$ cat config.mk
export PLATFORM = sky130hd
export DESIGN_NAME = mseq_parity
export DESIGN_NICKNAME = d
export VERILOG_FILES = /design/src/rtl/mseq_parity.sv
export SDC_FILE = /design/constraint.sdc
export NUM_CORES = 1
export LEC_CHECK = 0
export BUFFER_PORTS_ARGS = -buffer_cell sky130_fd_sc_hd__buf_2
export CAP_MARGIN = 40
export CORE_UTILIZATION = 40
export CTS_BUF_LIST = sky130_fd_sc_hd__clkbuf_8 sky130_fd_sc_hd__clkbuf_16
export CTS_CLUSTER_SIZE = 14
export DETAILED_ROUTE_END_ITERATION = 10
export PLACE_DENSITY_LB_ADDON = 0.3
export SLEW_MARGIN = 20
export SYNTH_ARGS = -nofsm -noshare
export SYNTH_HDL_FRONTEND = slang
export SYNTH_SLANG_ARGS = --single-unit
$ cat constraint.sdc
create_clock -name clk -period 3 [get_ports clk]
set_clock_uncertainty 0.2 [all_clocks]
set_input_delay 0.45 -clock clk [delete_from_list [all_inputs] [get_ports clk]]
set_output_delay 0.45 -clock clk [all_outputs]
set_load 0.02 [all_outputs]
$ cat src/rtl/mseq_parity.sv
module mseq_parity #(
  parameter int AW    = 9,
  parameter int NSTAT = 5,
  parameter int SELW  = 3
) (
  input  logic             clk,
  input  logic             rst_n,
  input  logic             dispatch,
  input  logic [AW-1:0]    start_addr,
  input  logic             start_par,
  input  logic [AW-1:0]    nxt_addr,
  input  logic             pf,
  input  logic             pn,
  input  logic [SELW-1:0]  cond_sel,
  input  logic [NSTAT-1:0] status,
  input  logic             do_call,
  input  logic             do_ret,
  output logic [AW-1:0]    mar,
  output logic             err
);

  logic [AW-1:0] mar_q, rar_q;
  logic          mar_par_q, ret_par_q, busy_q, fresh_q, err_q;

  logic br_a;
  always_comb begin
    br_a = 1'b0;
    for (int i = 0; i < NSTAT; i++)
      if (cond_sel == SELW'(i + 1)) br_a = status[i];
  end

  logic [NSTAT-1:0] br_shift;
  assign br_shift = status >> (cond_sel - SELW'(1));
  wire br_b = br_shift[0];

  wire [AW-1:0] seq_addr = {nxt_addr[AW-1:1], nxt_addr[0] | br_a};
  wire [AW-1:0] shd_addr = {nxt_addr[AW-1:1], nxt_addr[0] | br_a};
  wire [AW-1:0] ret_addr = mar_q + AW'(1);

  wire pn_bad  = pn != mar_par_q;
  wire shd_bad = !busy_q && (rar_q != mar_q);

  always_ff @(posedge clk or negedge rst_n) begin
    if (!rst_n) begin
      mar_q     <= '0;
      mar_par_q <= 1'b0;
      rar_q     <= '0;
      ret_par_q <= 1'b0;
      busy_q    <= 1'b0;
      fresh_q   <= 1'b1;
      err_q     <= 1'b0;
    end else begin
      fresh_q <= 1'b0;
      err_q   <= err_q | (!fresh_q & (pn_bad | shd_bad));
      if (dispatch) begin
        mar_q     <= start_addr;
        mar_par_q <= start_par;
        rar_q     <= start_addr;
        busy_q    <= 1'b0;
      end else if (do_ret) begin
        mar_q     <= rar_q;
        mar_par_q <= ret_par_q;
        busy_q    <= 1'b0;
      end else begin
        mar_q     <= seq_addr;
        mar_par_q <= pf ^ br_b;
        if (do_call) begin
          rar_q     <= ret_addr;
          ret_par_q <= ^ret_addr;
          busy_q    <= 1'b1;
        end else if (!busy_q) begin
          rar_q <= shd_addr;
        end
      end
    end
  end

  assign mar = mar_q;
  assign err = err_q;

endmodule


Word level (Yosys, flattened, before mapping)
Index checks and enable logic that the tools add are counted.
{"block": "word_totals", "reg_bits": 23, "in_bits": 34, "out_inout_bits": 10, "elab_cells": 49}
{"block": "classes", "add_sub_neg": 2, "n_eq_ne": 9, "shift": 1, "mux": 16, "bitwise_logic": 7, "n_reduce_logical": 7}
{"cell": "2-to-1 mux 9 bit", "n": 6}
{"cell": "2-to-1 mux 1 bit", "n": 10}
{"cell": "adder 9 x 1 -> 9 bit, second input constant", "n": 1}
{"cell": "inequality test 9 bit", "n": 1}
{"cell": "parity 9 bit", "n": 1}
{"cell": "== test 3 x 2 -> 1 bit, second input constant", "n": 2}
{"cell": "== test 3 bit, second input constant", "n": 2}
{"cell": ">> shifter 5 x 3 -> 1 bit", "n": 1}
{"cell": "== test 3 x 1 -> 1 bit, second input constant", "n": 1}
{"cell": "inequality test 3 bit, second input constant", "n": 1}
{"cell": "bitwise OR 1 bit", "n": 3}
{"cell": "AND reduction 3 bit", "n": 1}
{"cell": "nonzero test 3 bit", "n": 1}
{"cell": "subtractor 3 x 1 -> 3 bit, second input constant", "n": 1}
{"cell": "logical NOT 1 bit", "n": 2}
{"cell": "inequality test 2 bit, second input constant", "n": 1}
{"cell": "inverter 1 bit", "n": 2}
{"cell": "AND reduction 2 bit", "n": 1}
{"cell": "AND 1 bit", "n": 1}
{"cell": "logical AND 1 bit", "n": 1}
{"cell": "inequality test 1 bit", "n": 1}
{"cell": "XOR 1 bit", "n": 1}

Depth between registers and ports, before layout
{"block": "logic_depth", "ltp_word": 11, "depth_mapped": 8, "depth_no_buf": 8}

Worst setup path after synthesis
Ideal clock, no wire load.
{"block": "synth_path", "kind": "input to register", "from": "in cond_sel[0]", "to": "reg mar_par_q", "setup_time_ns": 0.125, "t_arrival_ns": 1.881, "t_required_ns": 2.675, "setup_slack_ns": 0.794, "stages": 8, "n_path_buf": 0, "cell_sequence": "inv_1 -> ha_1 -> mux2i_1 -> or3_1 -> o311ai_0 -> xnor2_1 -> o21ai_0 -> mux2_2"}
{"block": "synth_via", "elab_chain_cells": 5}
{"item": "start, declared", "line": "14", "source": "input logic [SELW-1:0] cond_sel,"}
{"item": "subtractor 3 x 1 -> 3 bit", "line": "33", "source": "assign br_shift = status >> (cond_sel - SELW'(1));"}
{"item": ">> shifter 5 x 3 -> 1 bit", "line": "33"}
{"item": "XOR 1 bit", "line": "66", "source": "mar_par_q <= pf ^ br_b;"}
{"item": "2-to-1 mux 1 bit", "line": "60", "source": "end else if (do_ret) begin"}
{"item": "2-to-1 mux 1 bit", "line": "55", "source": "if (dispatch) begin"}
{"item": "end signal, assigned", "line": "57", "source": "mar_par_q <= start_par;"}
{"item": "end signal, assigned", "line": "62", "source": "mar_par_q <= ret_par_q;"}
{"item": "end signal, assigned", "line": "66"}
{"item": "end, declared", "line": "23", "source": "logic mar_par_q, ret_par_q, busy_q, fresh_q, err_q;"}
Every way passes these cells.
A chain may end at the register's enable or synchronous reset.

Worst setup path in the final report
{"block": "layout_path", "from": "reg mar_q[0] (netlist: mar[0])", "to": "reg ret_par_q"}
{"block": "layout_via", "elab_chain_cells": 2}
{"item": "start, declared", "line": "22", "source": "logic [AW-1:0] mar_q, rar_q;"}
{"item": "start signal, assigned", "line": "56", "source": "mar_q <= start_addr;"}
{"item": "start signal, assigned", "line": "61", "source": "mar_q <= rar_q;"}
{"item": "start signal, assigned", "line": "65", "source": "mar_q <= seq_addr;"}
{"item": "adder 9 x 1 -> 9 bit", "line": "38", "source": "wire [AW-1:0] ret_addr = mar_q + AW'(1);"}
{"item": "parity 9 bit", "line": "69", "source": "ret_par_q <= ^ret_addr;"}
{"item": "end signal, assigned", "line": "69"}
{"item": "end, declared", "line": "23"}
Every way passes these cells.

==> reports/results.ini <==
[status]
status = finished, final reports clean

[layout]
antennaDiodeCount = 0
final_cells = 264
final_util = 0.5020
nets = 257
layout_common_cells = 43 x buf_2, 22 x dfrtp_1, 21 x nor2_1
area_growth_pct = 16.47
fillers = 368
design_area_um2 = 1893
drive_above_1_share = 0.2500
mostFrequentLayoutCell = buf_2

[setup_path]
crit_path_end_kind = flip-flop
crit_type = reg2reg
start_kind = flip-flop
path_cells = ha_1, xor2_1, xnor3_1, xnor2_1, xnor2_1, mux2_2
r2r_slack_ns = 0.79
slowest_stage = dfrtp_1
cp_data_required_time_ns = 2.96
worstPathMaxFanout = 8
path_delay_family = XOR/XNOR gates
cp_common_cell = xnor2_1
critPathMaxStageDelay_ns = 0.47
cp_num_buf_inv = 0
arrival_ns = 2.17

[floorplan]
core-area_um2 = 3771
start_util = 0.4310
dieArea_um2 = 4322
die_w_um = 65.75
dieHeight_um = 65.75
rows = 22
ios = 44

[clocking]
cts_resized = 0
clkLatencyLatePin_ns = 0.27
cts_sinks = 23
h-tree-depth = 1
cts_tree = yes
path_clk_slew_ns = 0.08
holdBufCountCts = 1
cts-root-buf = clkbuf_8
cts_made_buffers = 3
post_cts_buffers = 0
clockBufferDepth = 2

[placement]
dp_cells = 259
port_buffers = 43
gp_congestion = 0.7362
postPlaceCellArea_um2 = 1838
hpwl_um = 2532

[timing]
worst_slew_pin_slew_ns = 0.5342
report.final.slew_viol_count = 0
rsz0062_at_grt = no
fmax_ghz = 0.4529
hold_violations = 0
post-route-min-period_ns = 2.208
final.setup.tns_ns = 0
setup_viol = 0
finalCritPeriodShare = 0.7360
fin_hold_ws_ns = 0.2022
timing.slew.headroom = 0.6439

[yosys]
synth_area_leaders = dfrtp_1 34%, xnor2_1 7.5%, mux2i_1 6.2%, xor2_1 5.4%, nor2_1 4.8%
ys_warn_count = 0
synth_edf_count = 0
async_flop_share = 1.000
yosys.area.top_type = dfrtp_1
synth_area_um2 = 1625
yosysSeqAreaShare = 0.3549
synth_top_area_frac = 0.3387
synth_cell_type_count = 39
ys_ff_latch = 23
dominantRegCellSynth = dfrtp_1
synth_nets = 219
avgSynthCellArea_um2 = 9.080
synth_cells = 179

[detailed_routing]
wl_met3_um = 148
top_layer = met4
vias_per_cell = 5.280
wire_per_inst_um = 13.20
ant_nets = 0
totalWireLength_um = 3485
dr_wl_met2_um = 1684
first_pass_iters = 4
route.vias.total = 1394
drtIter0Drc = 48
drc_errors = 0
wl_met1_um = 1561

[worst_hold_path]
min_path_type = in2reg

[global_route]
grt_max_degree = 32
grt_pass1_wl_um = 5782
grt_pass1_vias = 1332
antenna_found_initial = 0
grt_use_total = 0.1773
grt_overflow = 0

[power]
powerDensity_nw_per_um2 = 455.5
vdd_drop_max_v = 0.0001725
power.leakage_nw = 0.8758

[run]
cap_violations = 0

## final timing paths
check | startpoint | endpoint | cells after the start
min reg2reg | err$_DFF_PN0_ | err$_DFF_PN0_ | 1
max | mar[0]$_DFF_PN0_ | ret_par_q$_DFFE_PN0P_ | 6
max in group asynchronous | rst_n | fresh_q$_DFF_PN1_ | 2
max reg2reg | mar[0]$_DFF_PN0_ | ret_par_q$_DFFE_PN0P_ | 6
min | start_addr[7] | mar[7]$_DFF_PN0_ | 3
min in group asynchronous | rst_n | mar[1]$_DFF_PN0_ | 2
## metrics by stage
step                total power [mW]  worst slack, ns
global placement              0.6682           0.5939
CTS                           0.8728           0.7869
global route                  0.9166           0.6660
floorplan                     0.6005           0.7937
detailed placement            0.6721           0.5316
finish                        0.8623           0.7920
## worst min-delay path, stage by stage
cell and delay [ns]:
buf_2 0.07, nand2_1 0.05, o21ai_0 0.06
## Yosys cell counts, types with 2 or more instances
cell type  instances
a211o_1            6
a211oi_1           2
a21oi_1            2
a31oi_1            8
buf_2              2
buf_4              2
buf_6              2
clkbuf_1           5
dfrtp_1           22
ha_1               6
inv_1              5
mux2_2             3
mux2i_1           10
nand2_1           14
nand3_1            3
nand4_1            4
nor2_1            21
nor2b_1            4
o21ai_0           13
o21bai_1           2
or3_1              3
xnor2_1           14
xor2_1            10
## power by group
group	switching, mW	total, mW	internal (mW)	leakage (nW)
combinational	0.129	0.269	0.140	0.582
sequential	0.0468	0.396	0.349	0.267
clock	0.105	0.197	0.0918	0.0269
## kinds of logic after synthesis
logic type / synth area share
simple gates: 0.1547
fa+ha+maj: 0.04619
mux: 0.08237
other cells: 0.002307
xor+xnor: 0.1432
compound gates: 0.1617
buf+inv: 0.05465
flops: 0.3549
## per-layer routing
| metal | global-route usage | vias to the layer above |
|---|---|---|
| met1 | 0.2024 | 648 |
| met2 | 0.3151 | 41 |
| li1 | - | 698 |
| met3 | 0.02778 | 7 |
| met5 | 0 | - |
| met4 | 0.08967 | 0 |
## state kept, by name, indices dropped and copies added, names as in the netlist
signal     cells
err            1
mar_par_q      1
busy_q         1
ret_par_q      1
fresh_q        1
rar_q          9
mar            9
## final cells by class
class | instances | area [um^2] | share of cell area
Multi-Input combinational cell | 139 | 959.7 | 0.5069
Sequential cell | 23 | 576.8 | 0.3047
Timing Repair Buffer | 45 | 232.7 | 0.1229
Clock inverter | 1 | 3.754 | 0.001983
Clock buffer | 3 | 41.29 | 0.02181
Inverter | 5 | 18.77 | 0.009914
Tap cell | 48 | 60.06 | 0.03172
Power figures use the tool's default switching activity.
